--- src/rtl/exc_link_pkg.sv ---
package exc_link_pkg;

    localparam int LINK_W      = 32;
    localparam int TOP_ONES_W  = 8;
    localparam int BIT_ES      = 0;
    localparam int BIT_SPSEL   = 2;
    localparam int BIT_MODE    = 3;
    localparam int BIT_FTYPE   = 4;
    localparam int BIT_DCRS    = 5;
    localparam int BIT_RET_S   = 6;

    localparam logic [LINK_W-1:0] TOP_ONES =
        {{TOP_ONES_W{1'b1}}, {(LINK_W-TOP_ONES_W){1'b0}}};

    typedef struct packed {
        logic [LINK_W-1:0] link;
        logic              push_callee;
        logic              clr_caller;
        logic              clr_callee;
        logic              clr_flags;
    } link_result_t;

    function automatic logic [LINK_W-1:0] put_bit(
        input logic [LINK_W-1:0] v, input int pos, input logic b);
        logic [LINK_W-1:0] r;
        r      = v;
        r[pos] = b;
        return r;
    endfunction

endpackage

--- src/rtl/exc_link_seed.sv ---
module exc_link_seed
    import exc_link_pkg::*;
(
    input  logic              cur_secure,
    input  logic              handler_mode,
    input  logic              stksel_ns,
    input  logic              sec_ext_en,
    input  logic              tail_chain,
    input  logic [LINK_W-1:0] link_in,
    output logic [LINK_W-1:0] seed
);
    logic [LINK_W-1:0] fresh;

    always_comb begin
        fresh = TOP_ONES;
        fresh = put_bit(fresh, BIT_FTYPE, 1'b1);
        fresh = put_bit(fresh, BIT_DCRS, 1'b1);
        if (sec_ext_en) begin
            fresh = put_bit(fresh, BIT_RET_S, cur_secure);
        end else begin
            fresh = put_bit(fresh, BIT_RET_S, 1'b1);
            fresh = put_bit(fresh, BIT_ES, 1'b1);
            fresh = put_bit(fresh, BIT_SPSEL, stksel_ns);
        end
        fresh = put_bit(fresh, BIT_MODE, ~handler_mode);
        seed  = tail_chain ? link_in : fresh;
    end
endmodule

--- src/rtl/exc_link_policy.sv ---
module exc_link_policy
    import exc_link_pkg::*;
(
    input  logic              sec_ext_en,
    input  logic              tgt_secure,
    input  logic              tail_chain,
    input  logic [LINK_W-1:0] seed,
    output logic [LINK_W-1:0] staged,
    output logic              push_req
);
    logic bg_secure;
    logic old_es;
    logic old_dcrs;

    assign bg_secure = sec_ext_en & seed[BIT_RET_S];
    assign old_es    = seed[BIT_ES];
    assign old_dcrs  = seed[BIT_DCRS];

    always_comb begin
        staged   = seed;
        push_req = 1'b0;
        if (bg_secure) begin
            if (tgt_secure) begin
                if (tail_chain && !old_es)
                    staged = put_bit(staged, BIT_DCRS, 1'b0);
            end else begin
                push_req = old_dcrs & ~(tail_chain & old_es);
                staged   = put_bit(staged, BIT_DCRS, 1'b1);
            end
        end
    end
endmodule

--- src/rtl/exc_link_finish.sv ---
module exc_link_finish
    import exc_link_pkg::*;
(
    input  logic              sec_ext_en,
    input  logic              tgt_secure,
    input  logic              stksel_ns,
    input  logic              stksel_s,
    input  logic [LINK_W-1:0] staged,
    input  logic              push_req,
    output link_result_t      res
);
    logic eff_secure;
    logic to_nonsecure;

    assign eff_secure   = sec_ext_en & tgt_secure;
    assign to_nonsecure = sec_ext_en & ~tgt_secure;

    always_comb begin
        res.link        = staged;
        res.link        = put_bit(res.link, BIT_ES, eff_secure | ~sec_ext_en);
        res.link        = put_bit(res.link, BIT_SPSEL,
                                  eff_secure ? stksel_s : stksel_ns);
        res.push_callee = push_req;
        res.clr_caller  = to_nonsecure;
        res.clr_flags   = to_nonsecure;
        res.clr_callee  = to_nonsecure & staged[BIT_RET_S];
    end
endmodule

--- src/rtl/exc_link_gen.sv ---
module exc_link_gen
    import exc_link_pkg::*;
(
    input  logic              clk,
    input  logic              rst,
    input  logic              start,
    input  logic              cur_secure,
    input  logic              handler_mode,
    input  logic              stksel_ns,
    input  logic              stksel_s,
    input  logic              tgt_secure,
    input  logic              tail_chain,
    input  logic [LINK_W-1:0] link_in,
    input  logic              sec_ext_en,
    output logic [LINK_W-1:0] link_out,
    output logic              out_valid,
    output logic              push_callee,
    output logic              clr_caller,
    output logic              clr_callee,
    output logic              clr_flags
);
    logic [LINK_W-1:0] seed;
    logic [LINK_W-1:0] staged;
    logic              push_req;
    link_result_t      res;

    exc_link_seed u_seed (
        .cur_secure   (cur_secure),
        .handler_mode (handler_mode),
        .stksel_ns    (stksel_ns),
        .sec_ext_en   (sec_ext_en),
        .tail_chain   (tail_chain),
        .link_in      (link_in),
        .seed         (seed)
    );

    exc_link_policy u_policy (
        .sec_ext_en (sec_ext_en),
        .tgt_secure (tgt_secure),
        .tail_chain (tail_chain),
        .seed       (seed),
        .staged     (staged),
        .push_req   (push_req)
    );

    exc_link_finish u_finish (
        .sec_ext_en (sec_ext_en),
        .tgt_secure (tgt_secure),
        .stksel_ns  (stksel_ns),
        .stksel_s   (stksel_s),
        .staged     (staged),
        .push_req   (push_req),
        .res        (res)
    );

    // Result register; strobes exist only in the valid cycle
    always_ff @(posedge clk) begin
        if (rst) begin
            link_out    <= '0;
            out_valid   <= 1'b0;
            push_callee <= 1'b0;
            clr_caller  <= 1'b0;
            clr_callee  <= 1'b0;
            clr_flags   <= 1'b0;
        end else begin
            out_valid   <= start;
            push_callee <= start & res.push_callee;
            clr_caller  <= start & res.clr_caller;
            clr_callee  <= start & res.clr_callee;
            clr_flags   <= start & res.clr_flags;
            if (start)
                link_out <= res.link;
        end
    end

    assert_valid_follows_start_R10: assert property (@(posedge clk) disable iff (rst)
        start |=> out_valid);
    assert_valid_single_R10: assert property (@(posedge clk) disable iff (rst)
        !start |=> !out_valid);
    assert_link_holds_R10: assert property (@(posedge clk) disable iff (rst)
        !start |=> $stable(link_out));
    assert_strobes_gated_R9: assert property (@(posedge clk) disable iff (rst)
        !out_valid |-> !(push_callee | clr_caller | clr_callee | clr_flags));
    assert_callee_clear_R9: assert property (@(posedge clk) disable iff (rst)
        clr_callee |-> (clr_caller && clr_flags && link_out[BIT_RET_S]));
    assert_clear_nonsecure_R5: assert property (@(posedge clk) disable iff (rst)
        clr_caller |-> !link_out[BIT_ES]);
    assert_push_shape_R8: assert property (@(posedge clk) disable iff (rst)
        push_callee |-> (link_out[BIT_DCRS] && link_out[BIT_RET_S] && !link_out[BIT_ES]));
endmodule

--- config.mk ---
export PLATFORM = sky130hd
export DESIGN_NAME = exc_link_gen
export DESIGN_NICKNAME = d
export VERILOG_FILES = /design/src/rtl/exc_link_pkg.sv /design/src/rtl/exc_link_seed.sv /design/src/rtl/exc_link_policy.sv /design/src/rtl/exc_link_finish.sv /design/src/rtl/exc_link_gen.sv
export SDC_FILE = /design/constraint.sdc
export NUM_CORES = 1
export LEC_CHECK = 0
export ABC_AREA = 1
export BUFFER_PORTS_ARGS = -buffer_cell sky130_fd_sc_hd__buf_4
export CORE_ASPECT_RATIO = 1.2
export CORE_MARGIN = 1.5
export CORE_UTILIZATION = 45
export CTS_CLUSTER_DIAMETER = 40
export CTS_CLUSTER_SIZE = 28
export DETAILED_ROUTE_END_ITERATION = 8
export PLACE_DENSITY_LB_ADDON = 0.05
export SLEW_MARGIN = 20
export SYNTH_ARGS = -nofsm -noshare
export SYNTH_HDL_FRONTEND = slang
export SYNTH_SLANG_ARGS = --single-unit
--- constraint.sdc ---
create_clock -name clk -period 1.6 [get_ports clk]
set_input_delay 0.16 -clock clk [delete_from_list [all_inputs] [get_ports clk]]
set_output_delay 0.16 -clock clk [all_outputs]
set_load 0.005 [all_outputs]
==> results of run 1 <==
metal layers:
layer | vias up | routed length, µm | track usage, %
met5 | - | 0 | 0
met4 | 0 | 13 | 6.090
met3 | 2 | 240 | 8.654
met2 | 49 | 1645 | 34.06
met1 | 591 | 1325 | 24.69
li1 | 655 | - | -
cells by family after synthesis:
| group | after synthesis | synth area share [%] |
|---|---|---|
| AND/OR/NAND/NOR | 57 | 17.99 |
| buffers and inverters | 18 | 7.671 |
| AO/OA/AOI/OAI | 39 | 19.79 |
| flip-flops | 36 | 54.55 |
per-stage QoR:
step	instances	hold slack, ps	power, mW	utilization [%]
after global placement	253	380.2	1.248	67.74
after CTS	261	30.21	1.961	71.16
after global routing	261	18.12	2.034	71.16
after floorplan	150	233.4	1.095	-
after detailed placement	253	398.9	1.259	67.74
final	261	41.25	1.943	71.16
power by group through the flow:
stage | Clock, mW | Combinational (mW) | Sequential [mW]
floorplan | 0 | 0.106 | 0.989
global placement | 0 | 0.264 | 0.984
detailed placement | 0 | 0.272 | 0.987
CTS | 0.721 | 0.273 | 0.967
global route | 0.765 | 0.297 | 0.972
finish | 0.706 | 0.270 | 0.967
worst max path at each step:
stage | start | to | cells past startpoint
floorplan | start | link_out[27] | 3
global placement | start | link_out[6] | 6
detailed placement | rst | link_out[0] | 4
CTS | link_out[15] | link_out[15] | 1
global route | link_out[10] | link_out[10] | 1
finish | link_out[3] | link_out[3] | 1
cells in the mapped netlist, types with 2 or more instances:
master,number
o21ai_0,4
o211ai_1,2
buf_2,4
dfxtp_1,36
nand2_2,3
nand2_1,42
inv_1,7
nor2_1,6
nand3_1,2
buf_4,2
clkbuf_1,2
a21oi_1,23
o221a_2,9
sequential cells by signal (all words and copies together) (netlist names):
register and flops:
clr_callee 1, clr_flags 1, link_out 32, out_valid 1
push_callee 1
area by class of cell:
cell class / count / area (µm²)
clock inverter: 1 / 30.03
inverter: 9 / 38.79
timing repair buffer: 78 / 585.6
tap: 34 / 42.54
fill: 253 / 803.3
multi-input combinational: 96 / 499.2
sequential: 36 / 720.7
clock buffer: 7 / 65.06
==> metrics, run 1 <==
Clock Power Share=36.3%; min-delay worst type=input pin to flip-flop; synth warn=0; DRC=0; TritonCTS clock tree=done; Yosys top cell by area=dfxtp_1; DIE WIDTH=52.47 µm; most common cell after layout, fill and taps aside=buf_4; I/O Buffers=77; vias in the first global route=between 1000 and 1500; clock sinks=36; Synth area leaders=dfxtp_1 55%, nand2_1 12%, a21oi_1 8.7%, o221a_2 7.7%, inv_1 2.0%; crit share post-route=just over 60%; f_max=a little over 1000 MHz; RSZ-0062 raised after global routing=no; WL final=3225 µm; Initial DRC Count=34; flop-to-flop setup slack=a little under 900 ps; antenna violations before repair=0; FF-to-FF path depth=2; DR vias=1297; Main synth FF type=dfxtp_1; register area share after synthesis=about 55%; worst rel slew slack=74.66%; H-tree depth=2; Internal=1.515 mW; max-cap viol count=0; Synth-to-Final Area Change=50.00%; die span in y=62.36 µm; GRT Util Overall=about a fifth; Avg Synthesized Cell Area=8.808 µm²; clock root buffer=clkbuf_4; Final TNS setup=0 ps; I/O pin total=between 70 and 80; fin crit period=around 980 ps; ys async rst share=0%; pin count of the biggest net entering global routing=24; Reg-to-Reg End=link_out[3]; Setup Buffers After CTS=0; Avg WL per Cell=12.36 µm; Starting Density=about 47%; area post-placement=1887 µm²; DIE AREA=~3300 µm²; Design Area, Final=1982 µm²; Setup Skew=0 ps; commonest cells after routing, fill and taps aside=78 x buf_4, 42 x nand2_1, 36 x dfxtp_1; Comb power frac=13.9%; post-synth cell types=21; Vias/cell=4.969; worst slack, placed=519.2 ps; R2R Path Start=link_out[3]; CP arrival=just over 800 ps; WP data required=~1400 ps; core area=around 2800 µm²; slowest CP cell=dfxtp_1; Hold EP=link_out[0]; # nets final=about 270; switching share of power=22.03%; Mapped Cells=150; PostCTS Resize Cnt=0; Largest delay share family, worst path=flip-flops; HPWL Detailed=2320 µm; row cnt=21; quantity of hold-fixing buffers added after cts=0; status=completed; Clock Pin Slew Worst Setup and Hold Paths=110 ps; Netlist Area Pre-Place=1321 µm²; Yosys top cell area share=54.55%; Pleak=0.9582 nW; RePlAce Congestion=0.6560; Hold Vio Cnt, Final=0; layout cells sized above 1=45.37%; ANT nets after route=0; DR pass1 iterations=4; Synth Net Count=192; PwrDens=980.4 nW/µm²; setup slack after layout=just over 600 ps; crit end category=output pin; Worst setup SP type=flip-flop; Clock Path Buffers=2; actual slew at the worst max-slew pin=approximately 380 ps; fin. max-slew vios=0; CTS Buf Count=5; hold path startpoint=sec_ext_en; number of synthesized flops with an enable pin=0; CP bufs+invs=1; critical-path cell list=buf_4; hold depth=2; later-pin clock latency in the skew report=approximately 330 ps; grt total ovfl=0; Worst Path Max Fanout=2; first-pass GRT wire length=5112 µm; worst vdd ir=roughly 0.00085 V; CP Class=flip-flop to output pin; # diodes=0; CP peak stage delay=between 300 and 400 ps; final setup vio count=0; #FFs+latches synth=36; Sw Pwr=between 400 and 500 µW; Flop pwr share=between 40% and 50%
Note: power is estimated with default switching activity, not from simulation.
==> inputs of run 2 (changes only) <==
Settings changed: CORE_UTILIZATION 45 to 42.
Clock period 1.6 ns to 1 ns, I/O delays scaled along.
==> metrics, run 2 (same netlist as run 1, synthesis figures left out) <==
worst rel slew slack=between 70% and 80%; ANT nets after route=0; Synth-to-Final Area Change=50.85%; CP bufs+invs=1; clock root buffer=clkbuf_4; later-pin clock latency in the skew report=~320 ps; fin. max-slew vios=0; fin crit period=around 900 ps; status=completed; # nets final=273; I/O Buffers=77; DR pass1 iterations=5; GRT Util Overall=21.53%; DR vias=about 1300; PwrDens=1350 nW/µm²; CP arrival=800 ps; Setup Buffers After CTS=0; min-delay worst type=input pin to flip-flop; HPWL Detailed=2363 µm; Avg WL per Cell=11.89 µm; WL final=around 3200 µm; RePlAce Congestion=between 0.6 and 0.7; most common cell after layout, fill and taps aside=buf_4; Clock Pin Slew Worst Setup and Hold Paths=100 ps; CTS Buf Count=5; grt total ovfl=0; RSZ-0062 raised after global routing=no; # diodes=0; Hold Vio Cnt, Final=0; Vias/cell=4.884; largest reg by FF count=link_out; Worst Path Max Fanout=2; wire length on met3=235 µm; DIE WIDTH=54.20 µm; vias in the first global route=1321; layout cells sized above 1=about 45%; f_max=1110 MHz; crit share post-route=90.09%; commonest cells after routing, fill and taps aside=79 x buf_4, 42 x nand2_1, 36 x dfxtp_1; worst slack, placed=around 87 ps; actual slew at the worst max-slew pin=around 370 ps; antenna violations before repair=0; crit end category=output pin; DRC=0; CP Class=flip-flop to output pin; core area=3028 µm²; first-pass GRT wire length=5506 µm; die span in y=64.44 µm; H-tree depth=2; final setup vio count=0; Initial DRC Count=40; worst vdd ir=0.001071 V; Worst setup SP type=flip-flop; M1 WL=1213 µm; FILL cells=278; DR WL met2=1692 µm; CP peak stage delay=between 300 and 400 ps; Top Layer Used=met4; row cnt=22; clock sinks=36; max-cap viol count=0; Clock Path Buffers=2; Starting Density=a little over two fifths; DIE AREA=3493 µm²; Largest delay share family, worst path=flip-flops; critical-path cell list=buf_4; pin count of the biggest net entering global routing=23; setup slack after layout=99.08 ps; I/O pin total=79; Setup Skew=0 ps; slowest CP cell=dfxtp_1; WP data required=900 ps; max reg flops=32; Pleak=0.9615 nW; Final TNS setup=0 ps; TritonCTS clock tree=done
==> run 2: cell type report <==
| class | count | area (µm²) | area share (%) |
|---|---|---|---|
| clock inverters | 1 | 5.005 | 0.2511 |
| inverters | 9 | 38.79 | 1.946 |
| multi-input cells | 96 | 499.2 | 25.05 |
| well taps | 36 | 45.04 | 2.260 |
| repair buffers | 83 | 643.1 | 32.27 |
| flip-flops and latches | 36 | 720.7 | 36.16 |
| clock buffers | 6 | 41.29 | 2.072 |
==> run 2: metrics by stage <==
step                      hold WS, ps  utilization (%)  instance area (µm²)  total power [mW]  std cells
after CTS                       1.400            65.17                 1973             2.717        265
after global placement          318.9            63.31                 1917             2.011        257
after detailed placement        327.8            63.31                 1917             2.027        257
after global routing            1.189            65.83                 1993             2.854        267
after floorplan                 173.4                -                 1321             1.751        150
final                           17.46            65.83                 1993             2.691        267
==> run 2: path summary, 6_finish.rpt <==
path	startpoint	to	slack (ps)	depth (start not counted)
setup / recovery	link_out[27]	link_out[27]	100	1
hold / removal	link_in[12]	link_out[12]	20	3
setup reg to reg	link_out[27]	link_out[27]	300	1
hold reg to reg	link_out[10]	link_out[10]	470	2
==> run 2: timing repair <==
item | CTS | global route
hold buffers | 1 | 2
endpoints found under the hold margin | 1 | 2
endpoints found under the setup margin | 0 | 0
resized for setup | 0 | 0
==> run 2: power breakdown <==
part	total (mW)	internal [mW]	switching, mW
sequential	1.55	1.51	0.0385
clock	0.692	0.259	0.434
combinational	0.452	0.270	0.182
total	2.69	2.04	0.654
==> run 2: metal layers <==
metal / global-route usage (%) / up-vias
met5: 0 / -
met2: 37.95 / 47
met4: 6.563 / 0
li1: - / 659
met3: 9.447 / 4
met1: 21.98 / 594
==> inputs of run 3 (changes only) <==
Settings changed: CTS_CLUSTER_DIAMETER 40 to not set, MAX_ROUTING_LAYER set to met4.
==> metrics, run 3 (same netlist as run 1, synthesis figures left out) <==
status=completed; final setup vio count=0; DIE WIDTH=around 54 µm; clock root buffer=clkbuf_4; CP Class=flip-flop to output pin; RSZ-0062 raised after global routing=no; I/O pin total=79; setup slack after layout=89.02 ps; CP bufs+invs=1; # nets final=272; slowest CP cell=dfxtp_1; Hold Vio Cnt, Final=0; Clock Pin Slew Worst Setup and Hold Paths=100 ps; core area=3028 µm²; crit end category=output pin; ANT nets after route=0; CP peak stage delay=360 ps; WP data required=900 ps; Setup Skew=0 ps; Avg WL per Cell=11.93 µm; GRT Util Overall=21.99%; Pleak=0.9573 nW; Initial DRC Count=37; Worst setup SP type=flip-flop; fin crit period=911.0 ps; DR vias=1289; WL final=3174 µm; vias in the first global route=1316; CP arrival=810 ps; worst rel slew slack=~75%; post-route core utilization=65.50%; Starting Density=43.64%; commonest cells after routing, fill and taps aside=79 x buf_4, 42 x nand2_1, 36 x dfxtp_1; Synth-to-Final Area Change=50.09%; largest reg by FF count=link_out; clock sinks=36; antenna violations before repair=0; first-pass GRT wire length=5513 µm; TritonCTS clock tree=done; layout cells sized above 1=44.78%; Worst Path Max Fanout=2; Clock Path Buffers=2; Largest delay share family, worst path=flip-flops; max-cap viol count=0; pin count of the biggest net entering global routing=23; total design power=2.695 mW; actual slew at the worst max-slew pin=between 300 and 400 ps; H-tree depth=2; DRC=0; crit share post-route=between 90% and 100%; f_max=1098 MHz; Final TNS setup=0 ps; most common cell after layout, fill and taps aside=buf_4; grt total ovfl=0; PwrDens=1359 nW/µm²; DR pass1 iterations=4; row cnt=22; worst slack, placed=87.11 ps; critical-path cell list=buf_4; CTS Buf Count=5; DIE AREA=approximately 3500 µm²; max reg flops=32; later-pin clock latency in the skew report=approximately 330 ps; die span in y=64.44 µm; fin. max-slew vios=0; Vias/cell=4.846; I/O Buffers=77; # diodes=0; min-delay worst type=input pin to flip-flop; worst vdd ir=0.001080 V; HPWL Detailed=2363 µm; RePlAce Congestion=0.6777
## run 3: final cells by class
| class | count | area, µm² |
|---|---|---|
| Clock buffer | 6 | 41.29 |
| Inverter | 9 | 38.79 |
| Sequential cell | 36 | 720.7 |
| Timing Repair Buffer | 82 | 633.1 |
| Fill cell | 279 | 1045 |
| Tap cell | 36 | 45.04 |
| Multi-Input combinational cell | 96 | 499.2 |
| Clock inverter | 1 | 5.005 |
## run 3: timing repair
item | in CTS | in global routing
hold buffers | 1 | 1
hold endpoints to repair | 1 | 1
buffers inserted | 0 | 0
resized for setup | 0 | 0
## run 3: path summary, 6_finish.rpt
check        slack, ps    startpoint  depth (start not counted)            to
min reg2reg        470  link_out[10]                          2  link_out[10]
min                 10   link_in[12]                          3  link_out[12]
max                 90  link_out[29]                          1  link_out[29]
max reg2reg        300  link_out[27]                          1  link_out[27]
## run 3: metrics by stage
step / cell area (µm²) / cells / hold WS, ps
2_1_floorplan: 1321 / 150 / 173.4
3_3_place_gp: 1917 / 257 / 318.9
3_5_place_dp: 1917 / 257 / 327.8
4_1_cts: 1973 / 265 / 1.400
5_1_grt: 1983 / 266 / 0.9020
6_report: 1983 / 266 / 13.01
## run 3: power breakdown
part           internal (mW)  leakage (nW)  switching, mW
Clock                  0.259        0.0281          0.441
Sequential              1.51         0.296         0.0386
Combinational          0.268         0.633          0.182
## run 3: layer usage
layer	vias to the layer above	global-route usage [%]	part of all wire (%)
met4	0	6.563	1.6
met1	582	22.57	39
met2	44	37.95	53
met5	-	-	0
li1	658	-	-
met3	5	8.065	6.5
